## src/rtl/rate_smoother_pkg.sv

```systemverilog
package rate_smoother_pkg;
    typedef enum logic [1:0] {
        ST_PRIME = 2'd0,
        ST_TRACK = 2'd1,
        ST_SLIP  = 2'd2
    } smooth_state_t;
endpackage

```

## src/rtl/wr_strobe_sel.sv

```systemverilog
module wr_strobe_sel #(
    parameter int DIV_N = 3
) (
    input  logic clk,
    input  logic rst_n,
    input  logic rate_sel,
    input  logic gate_pulse,
    output logic wr_stb
);
    localparam int CW = (DIV_N > 2) ? $clog2(DIV_N) : 1;
    localparam logic [CW-1:0] LAST = CW'(DIV_N - 1);

    logic [CW-1:0] div_cnt;

    always_ff @(posedge clk) begin
        if (!rst_n) begin
            div_cnt <= '0;
        end else if (rate_sel && gate_pulse) begin
            div_cnt <= (div_cnt == LAST) ? '0 : div_cnt + 1'b1;
        end
    end

    always_comb begin
        wr_stb = rate_sel ? (gate_pulse && div_cnt == LAST) : gate_pulse;
    end

    // a write strobe never appears without a gated pulse
    assert_strobe_from_gate_R7: assert property (@(posedge clk) disable iff (!rst_n)
        wr_stb |-> gate_pulse);
endmodule

```

## src/rtl/elastic_store.sv

```systemverilog
module elastic_store #(
    parameter int PTR_W = 4
) (
    input  logic             clk,
    input  logic             rst_n,
    input  logic             wr_en,
    input  logic             wr_bit,
    input  logic             rd_en,
    output logic             rd_bit,
    output logic [PTR_W-1:0] fill
);
    localparam int DEPTH = 2 ** PTR_W;

    logic [DEPTH-1:0] cells;
    logic [PTR_W-1:0] wptr;
    logic [PTR_W-1:0] rptr;

    always_ff @(posedge clk) begin
        if (!rst_n) begin
            cells  <= '0;
            wptr   <= '0;
            rptr   <= '0;
            rd_bit <= 1'b0;
        end else begin
            if (wr_en) begin
                cells[wptr] <= wr_bit;
                wptr        <= wptr + 1'b1;
            end
            if (rd_en) begin
                rd_bit <= cells[rptr];
                rptr   <= rptr + 1'b1;
            end
        end
    end

    always_comb begin
        fill = wptr - rptr;
    end

    // a lone write raises the fill level by exactly one
    assert_write_advances_R1: assert property (@(posedge clk) disable iff (!rst_n)
        (wr_en && !rd_en) |=> fill == $past(fill) + 1'b1);
    // output bit is held between reads
    assert_dout_held_R3: assert property (@(posedge clk) disable iff (!rst_n)
        !rd_en |=> $stable(rd_bit));
endmodule

```

## src/rtl/smooth_nco.sv

```systemverilog
module smooth_nco #(
    parameter int ACC_W    = 16,
    parameter int PTR_W    = 4,
    parameter int STEP_NOM = 8192,
    parameter int GAIN     = 1
) (
    input  logic             clk,
    input  logic             rst_n,
    input  logic             run,
    input  logic [PTR_W-1:0] fill,
    output logic             rd_tick
);
    localparam int SW       = ACC_W + 2;
    localparam int KP_SHIFT = ACC_W - 6;
    localparam int MID      = 2 ** (PTR_W - 1);

    logic signed [SW-1:0] err_s;
    logic signed [SW-1:0] step_s;
    logic [ACC_W-1:0]     acc;
    logic [ACC_W:0]       sum;

    always_comb begin
        err_s  = $signed({{(SW - PTR_W){1'b0}}, fill}) - $signed(SW'(MID));
        step_s = $signed(SW'(STEP_NOM)) + ((err_s <<< KP_SHIFT) >>> GAIN);
        sum    = {1'b0, acc} + {1'b0, step_s[ACC_W-1:0]};
    end

    always_ff @(posedge clk) begin
        if (!rst_n || !run) begin
            acc     <= '0;
            rd_tick <= 1'b0;
        end else begin
            acc     <= sum[ACC_W-1:0];
            rd_tick <= sum[ACC_W];
        end
    end

    // read ticks are never adjacent
    assert_tick_spaced_R5: assert property (@(posedge clk) disable iff (!rst_n)
        rd_tick |=> !rd_tick);
endmodule

```

## src/rtl/rate_smoother.sv

```systemverilog
module rate_smoother #(
    parameter int PTR_W    = 4,
    parameter int ACC_W    = 16,
    parameter int STEP_NOM = 8192,
    parameter int GAIN     = 1,
    parameter int DIV_N    = 3
) (
    input  logic clk,
    input  logic rst_n,
    input  logic gate_pulse,
    input  logic gate_bit,
    input  logic rate_sel,
    output logic dout,
    output logic dout_n,
    output logic tstrobe,
    output logic tstrobe_n,
    output logic slip_err
);
    import rate_smoother_pkg::*;

    localparam logic [PTR_W-1:0] MID  = PTR_W'(2 ** (PTR_W - 1));
    localparam logic [PTR_W-1:0] FULL = PTR_W'(2 ** PTR_W - 1);

    smooth_state_t    state, state_nx;
    logic             wr_stb;
    logic             rd_tick;
    logic             run;
    logic             rd_bit;
    logic [PTR_W-1:0] fill;

    wr_strobe_sel #(.DIV_N(DIV_N)) u_sel (
        .clk(clk), .rst_n(rst_n), .rate_sel(rate_sel),
        .gate_pulse(gate_pulse), .wr_stb(wr_stb)
    );

    elastic_store #(.PTR_W(PTR_W)) u_store (
        .clk(clk), .rst_n(rst_n), .wr_en(wr_stb), .wr_bit(gate_bit),
        .rd_en(rd_tick), .rd_bit(rd_bit), .fill(fill)
    );

    smooth_nco #(.ACC_W(ACC_W), .PTR_W(PTR_W), .STEP_NOM(STEP_NOM), .GAIN(GAIN)) u_nco (
        .clk(clk), .rst_n(rst_n), .run(run), .fill(fill), .rd_tick(rd_tick)
    );

    // state register
    always_ff @(posedge clk) begin
        if (!rst_n) begin
            state   <= ST_PRIME;
            tstrobe <= 1'b0;
        end else begin
            state   <= state_nx;
            tstrobe <= rd_tick;
        end
    end

    // next state and outputs
    always_comb begin
        state_nx = state;
        unique case (state)
            ST_PRIME: if (fill >= MID) state_nx = ST_TRACK;                     // prime_done
            ST_TRACK: if (fill == '0 || fill == FULL) state_nx = ST_SLIP;       // slip
            ST_SLIP:  state_nx = ST_SLIP;
            default:  state_nx = ST_PRIME;
        endcase
        run       = (state != ST_PRIME);
        slip_err  = (state == ST_SLIP);
        dout      = rd_bit;
        dout_n    = ~rd_bit;
        tstrobe_n = ~tstrobe;
    end

    // no read while priming
    assert_no_read_priming_R2: assert property (@(posedge clk) disable iff (!rst_n)
        (state == ST_PRIME) |-> !rd_tick);
    // error flag is sticky
    assert_err_sticky_R8: assert property (@(posedge clk) disable iff (!rst_n)
        slip_err |=> slip_err);
    // timing strobe follows a read tick by one cycle
    assert_strobe_after_tick_R3: assert property (@(posedge clk) disable iff (!rst_n)
        rd_tick |=> tstrobe);
endmodule

```

## config.mk

```make
export PLATFORM = sky130hd
export DESIGN_NAME = rate_smoother
export DESIGN_NICKNAME = d
export VERILOG_FILES = /design/src/rtl/rate_smoother_pkg.sv /design/src/rtl/wr_strobe_sel.sv /design/src/rtl/elastic_store.sv /design/src/rtl/smooth_nco.sv /design/src/rtl/rate_smoother.sv
export SDC_FILE = /design/constraint.sdc
export NUM_CORES = 1
export LEC_CHECK = 0
export ABC_AREA = 1
export CAP_MARGIN = 5
export CORE_MARGIN = 4
export CORE_UTILIZATION = 30
export DETAILED_ROUTE_END_ITERATION = 12
export SKIP_CTS_REPAIR_TIMING = 1
export SYNTH_ARGS = -nofsm -noshare
export SYNTH_HDL_FRONTEND = slang
export SYNTH_HIERARCHICAL = 1
export SYNTH_SLANG_ARGS = --single-unit
```

## constraint.sdc

```tcl
create_clock -name clk -period 3.6 [get_ports clk]
set_input_delay 0.72 -clock clk [delete_from_list [all_inputs] [get_ports clk]]
set_output_delay 0.72 -clock clk [all_outputs]
set_load 0.005 [all_outputs]
```

# Yosys cells after proc, flatten, opt, wreduce, memory -nomap -nowiden

Cells that the tools add are included.

Register bits after elaboration: 47
Bits in latches: 0
Bits in writable memories: 0
Bits in read-only memories: 0
Output and inout bits: 5
Memories: 0

$add $sub $neg: 7
Multipliers: 0
Divide/modulo/power cells: 0
Order comparisons: 4
Equal/unequal tests: 6
Shift-type cells: 0
Multiplexer cells: 10
Bitwise gates (word level): 2
Reductions and logical operators: 11

Operators with widths:

| operator                                                    | number |
|---|---|
| adder 16 x 16 -> 17 bit                                     | 1 |
| adder 15 x 16 -> 16 bit (first input constant)              | 1 |
| bitwise mux 16 bit                                          | 1 |
| less-than comparator 4 x 5 -> 1 bit (second input constant) | 2 |
| adder 4 x 1 -> 4 bit (second input constant)                | 2 |
| 2-to-1 mux 2 bit                                            | 3 |
| case mux 2 bit (3 select lines)                             | 1 |
| subtractor 4 x 4 -> 5 bit (second input constant)           | 1 |
| binary-select mux 1 bit (select 4 bit)                      | 1 |
| demux 1 bit (select 4 bit)                                  | 1 |
| == test 2 bit (second input constant)                       | 2 |
| == test 4 bit (second input constant)                       | 1 |
| >= comparator 4 x 1 -> 1 bit (second input constant)        | 1 |
| >= comparator 4 bit (second input constant)                 | 1 |
| zero test 4 bit                                             | 1 |
| inequality test 2 bit (second input constant)               | 2 |
| subtractor 4 bit                                            | 1 |
| logical AND 1 bit                                           | 3 |
| 2-to-1 mux 1 bit                                            | 3 |
| adder 2 x 1 -> 2 bit (second input constant)                | 1 |
| == test 2 x 1 -> 1 bit (second input constant)              | 1 |
| zero test 1 bit                                             | 2 |
| zero test 2 bit                                             | 1 |
| logical OR 1 bit                                            | 2 |
| 3 further kinds                                             | 4 |

# Logic depth before layout (Yosys ltp)

Gate-level depths: netlist of run 1.

Word-level depth: 5
Depth in mapped cells: 15

# Hierarchy

The synthesis of run 1 kept the hierarchy.

Modules (own cells, without submodules):

| module        | instances | cells an instance | area an instance (um2) |
|---|---|---|---|
| elastic_store | 1         | 184               | 1326.3 |
| smooth_nco    | 1         | 69                | 493.0 |
| rate_smoother | 1         | 40                | 241.5 |
| wr_strobe_sel | 1         | 16                | 100.1 |

# Worst setup path after synthesis of run 1

No wires, ideal clock.

Kind: register -> register
From: register u_store.wptr[2]
To: register u_nco.acc[13]
Setup time: 116 ps
Arrival time: 2078 ps
Required time: 3484 ps
Slack: 1406 ps
Stages on the path, launching flop included: 12
Buffers on the path: 0
Cell sequence: dfxtp_1 > ha_1 > a21oi_1 > nand2_1 > xor2_1 > inv_1 > ha_1 > nand2_1 > nand2_1 > a21oi_1 > and2_0 > nor2_1

Word-level cells in the longest chain between the ends: 4

Ends and longest elaborated chain:

| element                   | RTL line            | RTL |
|---|---|---|
| from (decl)               | elastic_store.sv:15 | `logic [PTR_W-1:0] wptr;` |
| from (signal assigned)    | elastic_store.sv:27 | `wptr <= wptr + 1'b1;` |
| subtractor 4 bit          | elastic_store.sv:37 | `fill = wptr - rptr;` |
| net fill[3]               | rate_smoother.sv:29 | `logic [PTR_W-1:0] fill;` |
| subtractor 4 x 4 -> 5 bit | smooth_nco.sv:23    | `err_s = $signed({{(SW - PTR_W){1'b0}}, fill}) - $signed(SW'(MID));` |
| adder 15 x 16 -> 16 bit   | smooth_nco.sv:24    | `step_s = $signed(SW'(STEP_NOM)) + ((err_s <<< KP_SHIFT) >>> GAIN);` |
| adder 16 x 16 -> 17 bit   | smooth_nco.sv:25    | `sum = {1'b0, acc} + {1'b0, step_s[ACC_W-1:0]};` |
| to (signal assigned)      | smooth_nco.sv:33    | `acc <= sum[ACC_W-1:0];` |
| to (decl)                 | smooth_nco.sv:19    | `logic [ACC_W-1:0] acc;` |

The timed path passes the listed nets, and every way through them passes these cells.
A chain may end at the register's enable or synchronous reset.

# Worst setup path in the final report of run 1

Same ends and word-level chain as after synthesis.

==> results of run 1 <==
[worst reg2reg max path, cell delays in order (launching register included)]
cell and delay, ns:
sky130_fd_sc_hd__dfxtp_1 0.51, sky130_fd_sc_hd__ha_1 0.33, sky130_fd_sc_hd__a21oi_1 0.14, sky130_fd_sc_hd__nand2_1 0.07, sky130_fd_sc_hd__xor2_1 0.35, sky130_fd_sc_hd__inv_1 0.09
sky130_fd_sc_hd__ha_1 0.37, sky130_fd_sc_hd__nand2_1 0.09, sky130_fd_sc_hd__nand2_1 0.07, sky130_fd_sc_hd__a21oi_1 0.14, sky130_fd_sc_hd__and2_0 0.14, sky130_fd_sc_hd__nor2_1 0.04
[worst max path at each step]
stage,start,to,slack [ns],cells past startpoint
5_1_grt,u_store/rptr[2],u_nco/acc[13],0.83,12
3_5_place_dp,u_store/wptr[2],u_nco/acc[13],1.16,11
4_1_cts,u_store/wptr[2],u_nco/acc[13],1.14,11
2_1_floorplan,u_store/wptr[2],u_nco/acc[13],1.41,11
6_report,u_store/wptr[2],u_nco/acc[13],1.15,11
3_3_place_gp,rst_n,u_store/rd_bit,1.20,5
[final cells by class]
| type | count | area (um^2) |
|---|---|---|
| clock buffer | 6 | 72.57 |
| clock inverter | 2 | 13.76 |
| fill | 754 | 4469 |
| inverter | 48 | 181.4 |
| multi-input combinational | 217 | 1184 |
| sequential | 38 | 760.7 |
| tap | 96 | 120.1 |
| timing repair buffer | 11 | 105.1 |
[state kept, by name, summed over array words and instances (netlist names)]
name,flops
u_store/rd_bit,1
u_store/wptr,4
u_sel/div_cnt,2
state,2
u_nco/rd_tick,1
tstrobe,1
u_store/cells,16
u_store/rptr,4
u_nco/acc,7
[synth_stat cells (all sizes together)]
master | count | area (um^2)
nor4 | 2 | 12.51
nor3 | 3 | 15.01
inv | 47 | 176.4
a21oi | 28 | 140.1
clkinv | 1 | 5.000
fa | 2 | 40.04
dfxtp | 38 | 760.7
buf | 4 | 26.27
clkbuf | 2 | 8.750
xor2 | 2 | 17.52
nor2 | 33 | 141.4
and2 | 1 | 6.260
nand3b | 1 | 20.02
nand2 | 68 | 265.3
or2 | 1 | 6.260
a21boi | 1 | 7.510
xnor2 | 1 | 8.760
nand3 | 36 | 185.2
o21ai | 21 | 105.1
ha | 17 | 212.7
[layer usage]
metal / vias up / part of all wire
li1: 1011 / -
met1: 857 / 0.49
met2: 63 / 0.45
met3: 2 / 0.048
met4: 0 / 0.0065
met5: - / 0
[power groups by stage]
| stage | Combinational (mW) | Sequential [mW] | Clock [mW] |
|---|---|---|---|
| floorplan | 0.154 | 0.462 | 0 |
| global placement | 0.199 | 0.465 | 0 |
| detailed placement | 0.200 | 0.466 | 0 |
| CTS | 0.202 | 0.456 | 0.306 |
| global route | 0.240 | 0.460 | 0.323 |
| finish | 0.200 | 0.456 | 0.295 |
[through the flow]
step,instance area [um^2],utilization
2_1_floorplan,2161,-
3_3_place_gp,2351,0.3404
3_5_place_dp,2351,0.3404
4_1_cts,2437,0.3529
5_1_grt,2437,0.3529
6_report,2437,0.3529
[kinds of logic (layout without fill, tap and decap cells)]
kind of cell / Yosys count / in the layout
buffers and inverters: 54 / 67
AND/OR/NAND/NOR: 145 / 145
flip-flops: 38 / 38
AO/OA/AOI/OAI: 50 / 50
adder cells (fa/ha/maj): 19 / 19
XOR/XNOR: 3 / 3
==> results_dict.tcl, run 1 <==
set metrics [dict create \
    synth_seq_cells 38 \
    worst_slew_pin_slew_ns 0.6911 \
    endpoint_kind "flop" \
    share_clk_of_total_power 0.310 \
    final.hold.worst_slack_ns 0.4691 \
    die-height_um 92.87 \
    start_kind "flop" \
    fin_skew_ns 0.01022 \
    synth_area_per_cell_um2 6.993 \
    yosysWarningCount 6 \
    drv_slew 0 \
    power_report.internal_total_uw 657.7 \
    first_global_vias 1723 \
    most_used_layer_global_route "met2" \
    grt_first_pass_wirelength_um 8114 \
    r2r-end "u_nco/acc[13]" \
    first_iter_violations 145 \
    timing.hold.worst.class "reg2reg" \
    coreArea_um2 6907 \
    cp_data_required_time_ns 3.78 \
    synthesis.nets 333 \
    hold_viol 0 \
    dpl.cell_count 410 \
    yosysSeqAreaShare 0.3521 \
    netlist_area_um2 2161 \
    synth_xor_xnor_area_share 0.01216 \
    tritoncts "done" \
    gr-usage-met1 0.1626 \
    fin_crit_ns 2.451 \
    vias 1933 \
    wl_per_cell_um 11.12 \
    ctsLongestPathBuffers 2 \
    holdPathStages 2 \
    antenna_found_initial 0 \
    regToRegSetupSlack_ns 1.15 \
    r2r-start "u_store/wptr[2]" \
    crit_path_max_fanout 8 \
    gr-usage-met2 0.1746 \
    grt_util_all_layers 0.1157 \
    synth_compound_area_frac 0.1170 \
    rsz0062_at_grt "no" \
    cap_viol_max_count 0 \
    total_drc_errors_in_the_routed_layout 0 \
    gr-total-overflow 0 \
    sequentialPowerShare 0.480 \
    fmaxAchievable_ghz 0.4080 \
    timing.setup.tns_ns 0 \
    buffer_ports.inserted 9 \
    n_antenna_cell 0 \
    floorplan.die_area_um2 8625 \
    hold-path-endpoint "u_nco/rd_tick" \
    final_common_cell "sky130_fd_sc_hd__nand2_1" \
    run_status "complete, no violations" \
    ctsHtreeMaxLevel 2 \
    cts_buffers 5 \
    clkTransAtPathRegs_ns 0.08 \
    layout_common_cells "64 x sky130_fd_sc_hd__nand2_1, 41 x sky130_fd_sc_hd__inv_1, 38 x sky130_fd_sc_hd__dfxtp_1, 35 x sky130_fd_sc_hd__nand3_1, 30 x sky130_fd_sc_hd__nor2_1" \
    critical-path-top-delay-family "adder cells" \
    setup-violations-final 0 \
    setup_slack_ns 1.149 \
    power-per-cell-area_nw_per_um2 389.9 \
    vdd_ir_drop_max_uv 254.6 \
    critical-path-max-stage-delay_ns 0.51 \
    m3_gr_usage 0.02518 \
    worst_skew_pair_latency_ns 0.29 \
    max_slew_margin 0.5387 \
    p_sw_frac 0.3080 \
    finalNetCount 345 \
    post_synth_mux_area_share 0 \
    globalplace.congestion 0.8829 \
    syn_inst 309 \
    totalWireLength_um 4647 \
    crit_top_cell "sky130_fd_sc_hd__nand2_1" \
    netlist-cell-type-count 28 \
    p_switching_uw 292.7 \
    grt_max_degree 21 \
    dominant_combinational_cell_family_by_area_after_synthesis "simple AND/OR/NAND/NOR gates" \
    clockRootBuffer "sky130_fd_sc_hd__clkbuf_8" \
    ordered_list_of_cells_on_the_worst_path "ha_1, a21oi_1, nand2_1, xor2_1, inv_1, ha_1, nand2_1, nand2_1, a21oi_1, and2_0, nor2_1" \
    ios 10 \
    pwr-share-comb 0.210 \
    p_leak_nw 1.064 \
    drive_gt1_frac 0.07764 \
    finish.cell_count_without_fillers 418 \
    firstDrtPassIters 4 \
    min_from "u_nco/acc[15]" \
    timing.setup.critical_path_class "reg2reg" \
    period_share 0.6808 \
    adder_cell_share_of_the_synthesized_area 0.1170 \
    placement_rows 30 \
    area_delta_synth_final_pct 12.80 \
    worst_path_max_delay_cell "sky130_fd_sc_hd__dfxtp_1" \
    final_antenna_net_count 0 \
    start_util 0.3129 \
    horizontal_die_dimension_um 92.87 \
    report.power.total_uw 950.4 \
    vias_per_cell 4.624 \
    detailed_place_hpwl_um 3367 \
    area_fraction_in_and_or_nand_and_nor_cells_after_synthesis 0.3017 \
    dp_slack_ns 1.162 \
    total_buffers_and_inverters_traversed_by_the_critical_path 1 \
    tritoncts_num_sinks 38 \
    crit_arrival_ns 2.63 \
    r2r.worst_path.cells 11 \
]
(Power assumes the default switching activity.)
==> inputs of run 2 (changes only) <==
==> constraint.sdc (replaced) <==
create_clock -name clk -period 2.28 [get_ports clk]
set_input_delay 0.456 -clock clk [delete_from_list [all_inputs] [get_ports clk]]
set_output_delay 0.456 -clock clk [all_outputs]
set_load 0.005 [all_outputs]
==> results_dict.tcl, run 2 (synthesis gave the netlist of run 1 again) <==
set metrics [dict create \
    run_status "complete, no violations" \
    n_antenna_cell 0 \
    area_delta_synth_final_pct 17.37 \
    max_slew_margin 0.6398 \
    total_drc_errors_in_the_routed_layout 0 \
    drv_slew 0 \
    r2r.worst_path.cells 10 \
    sequentialPowerShare 0.468 \
    grt_max_degree 21 \
    timing.setup.critical_path_class "reg2reg" \
    layout_common_cells "64 x sky130_fd_sc_hd__nand2_1, 41 x sky130_fd_sc_hd__inv_1, 37 x sky130_fd_sc_hd__dfxtp_1, 35 x sky130_fd_sc_hd__nand3_1, 30 x sky130_fd_sc_hd__nor2_1" \
    detailed_place_hpwl_um 3504 \
    hold_viol 0 \
    fin_crit_ns 2.164 \
    globalplace.congestion 0.7989 \
    totalWireLength_um 4707 \
    cap_viol_max_count 0 \
    highest-signal-layer "met4" \
    start_util 0.3129 \
    fin_skew_ns 0.005995 \
    ordered_list_of_cells_on_the_worst_path "inv_1, ha_1, inv_1, fa_1, inv_1, fa_1, nor2_1, a21oi_1, o21ai_0, nor2_1" \
    holdPathStages 2 \
    timing.hold.worst.class "reg2reg" \
    grt_first_pass_wirelength_um 8549 \
    finalNetCount 356 \
    setup_slack_ns 0.1163 \
    start_kind "flop" \
    share_clk_of_total_power 0.316 \
    power_report.internal_total_mw 1.078 \
    ios 10 \
    wl_per_cell_um 10.97 \
    grt_util_all_layers 0.1200 \
    drive_gt1_frac 0.1171 \
    tritoncts "done" \
    vdd_ir_drop_max_uv 533.5 \
    total_buffers_and_inverters_traversed_by_the_critical_path 3 \
    rsz0062_at_grt "yes" \
    route.met2.wl_um 2005 \
    tritoncts_num_sinks 38 \
    crit_top_cell "sky130_fd_sc_hd__inv_1" \
    p_sw_frac 0.3002 \
    min_from "u_nco/acc[15]" \
    coreArea_um2 6907 \
    endpoint_kind "flop" \
    firstDrtPassIters 4 \
    antenna_found_initial 0 \
    met3WireLength_um 203 \
    clockRootBuffer "sky130_fd_sc_hd__clkbuf_8" \
    floorplan.die_area_um2 8625 \
    critical-path-top-delay-family "adder cells" \
    crit_arrival_ns 2.34 \
    report.power.total_mw 1.540 \
    largest_register_ffs 16 \
    first_global_vias 1929 \
    crit_path_max_fanout 3 \
    hold-path-endpoint "u_nco/rd_tick" \
    buffer_ports.inserted 9 \
    dp_slack_ns 0.04922 \
    timing.setup.tns_ns 0 \
    p_switching_uw 462.3 \
    biggestRegsByFlops "u_store/cells x16, u_nco/acc x7" \
    worst_slew_pin_slew_ns 0.5387 \
    r2r-start "u_store/wptr[0]" \
    regToRegSetupSlack_ns 0.12 \
    first_iter_violations 80 \
    fmaxAchievable_ghz 0.4622 \
    final_common_cell "sky130_fd_sc_hd__nand2_1" \
    power-per-cell-area_nw_per_um2 607.2 \
    critical-path-max-stage-delay_ns 0.50 \
    clkTransAtPathRegs_ns 0.08 \
    horizontal_die_dimension_um 92.87 \
    cp_data_required_time_ns 2.46 \
    ctsLongestPathBuffers 2 \
    p_leak_nw 1.125 \
    placement_rows 30 \
    die-height_um 92.87 \
    top_reg_by_flops "u_store/cells" \
    setup-violations-final 0 \
    period_share 0.9490 \
    final.hold.worst_slack_ns 0.4695 \
    pwr-share-comb 0.216 \
    gr-total-overflow 0 \
    drt-met1-wl_um 2447 \
    final_antenna_net_count 0 \
    ctsHtreeMaxLevel 2 \
    r2r-end "u_nco/acc[13]" \
    worst_skew_pair_latency_ns 0.28 \
    worst_path_max_delay_cell "sky130_fd_sc_hd__fa_1" \
    vias_per_cell 4.483 \
    cts_buffers 5 \
    vias 1923 \
]
-- run 2: metal layers --
layer	GRT usage	vias up
met3	0.02518	4
met4	0.02686	0
met1	0.1611	852
met2	0.1974	39
li1	-	1028
met5	0	-
-- run 2: power by group through the flow --
stage	logic, mW	clock network [mW]	registers (mW)
after detailed placement	0.330	0	0.735
after CTS	0.333	0.505	0.720
after global placement	0.321	0	0.734
after global routing	0.383	0.528	0.725
after floorplan	0.244	0	0.730
final	0.333	0.487	0.720
-- run 2: area by class of cell --
type,instances,area (um^2)
Fill cell,763,4370
Multi-Input combinational cell,217,1194
Sequential cell,38,762.0
Timing Repair Buffer,22,187.7
Inverter,48,181.4
Tap cell,96,120.1
Clock buffer,7,86.33
Clock inverter,1,5.005
-- run 2: worst max path at each step --
stage,startpoint,endpoint,slack (ns),cells after the start
6_report,u_store/wptr[0],u_nco/acc[13],0.12,10
3_3_place_gp,u_store/rptr[2],u_nco/acc[13],0.13,12
4_1_cts,u_store/rptr[2],u_nco/acc[13],0.03,12
3_5_place_dp,u_store/rptr[2],u_nco/acc[13],0.05,12
5_1_grt,u_store/wptr[0],u_nco/acc[13],-0.02,10
2_1_floorplan,u_store/wptr[2],u_nco/acc[13],0.09,11
-- run 2: stage by stage --
step                  util  std cells  cell area, um^2
CTS                 0.3645        428             2517
global placement    0.3513        420             2426
global route        0.3672        429             2536
detailed placement  0.3513        420             2426
finish              0.3672        429             2536
floorplan                -        309             2161
-- run 2: worst reg2reg max path, delay by kind of cell, from the launching register on --
| kind | cells | cell delay, ns |
|---|---|---|
| adders and majority gates | 3 | 1.08 |
| DFF | 1 | 0.31 |
| AOI/OAI and AO/OA | 2 | 0.23 |
| buffers and inverters | 3 | 0.22 |
| and+or+nand+nor | 2 | 0.21 |
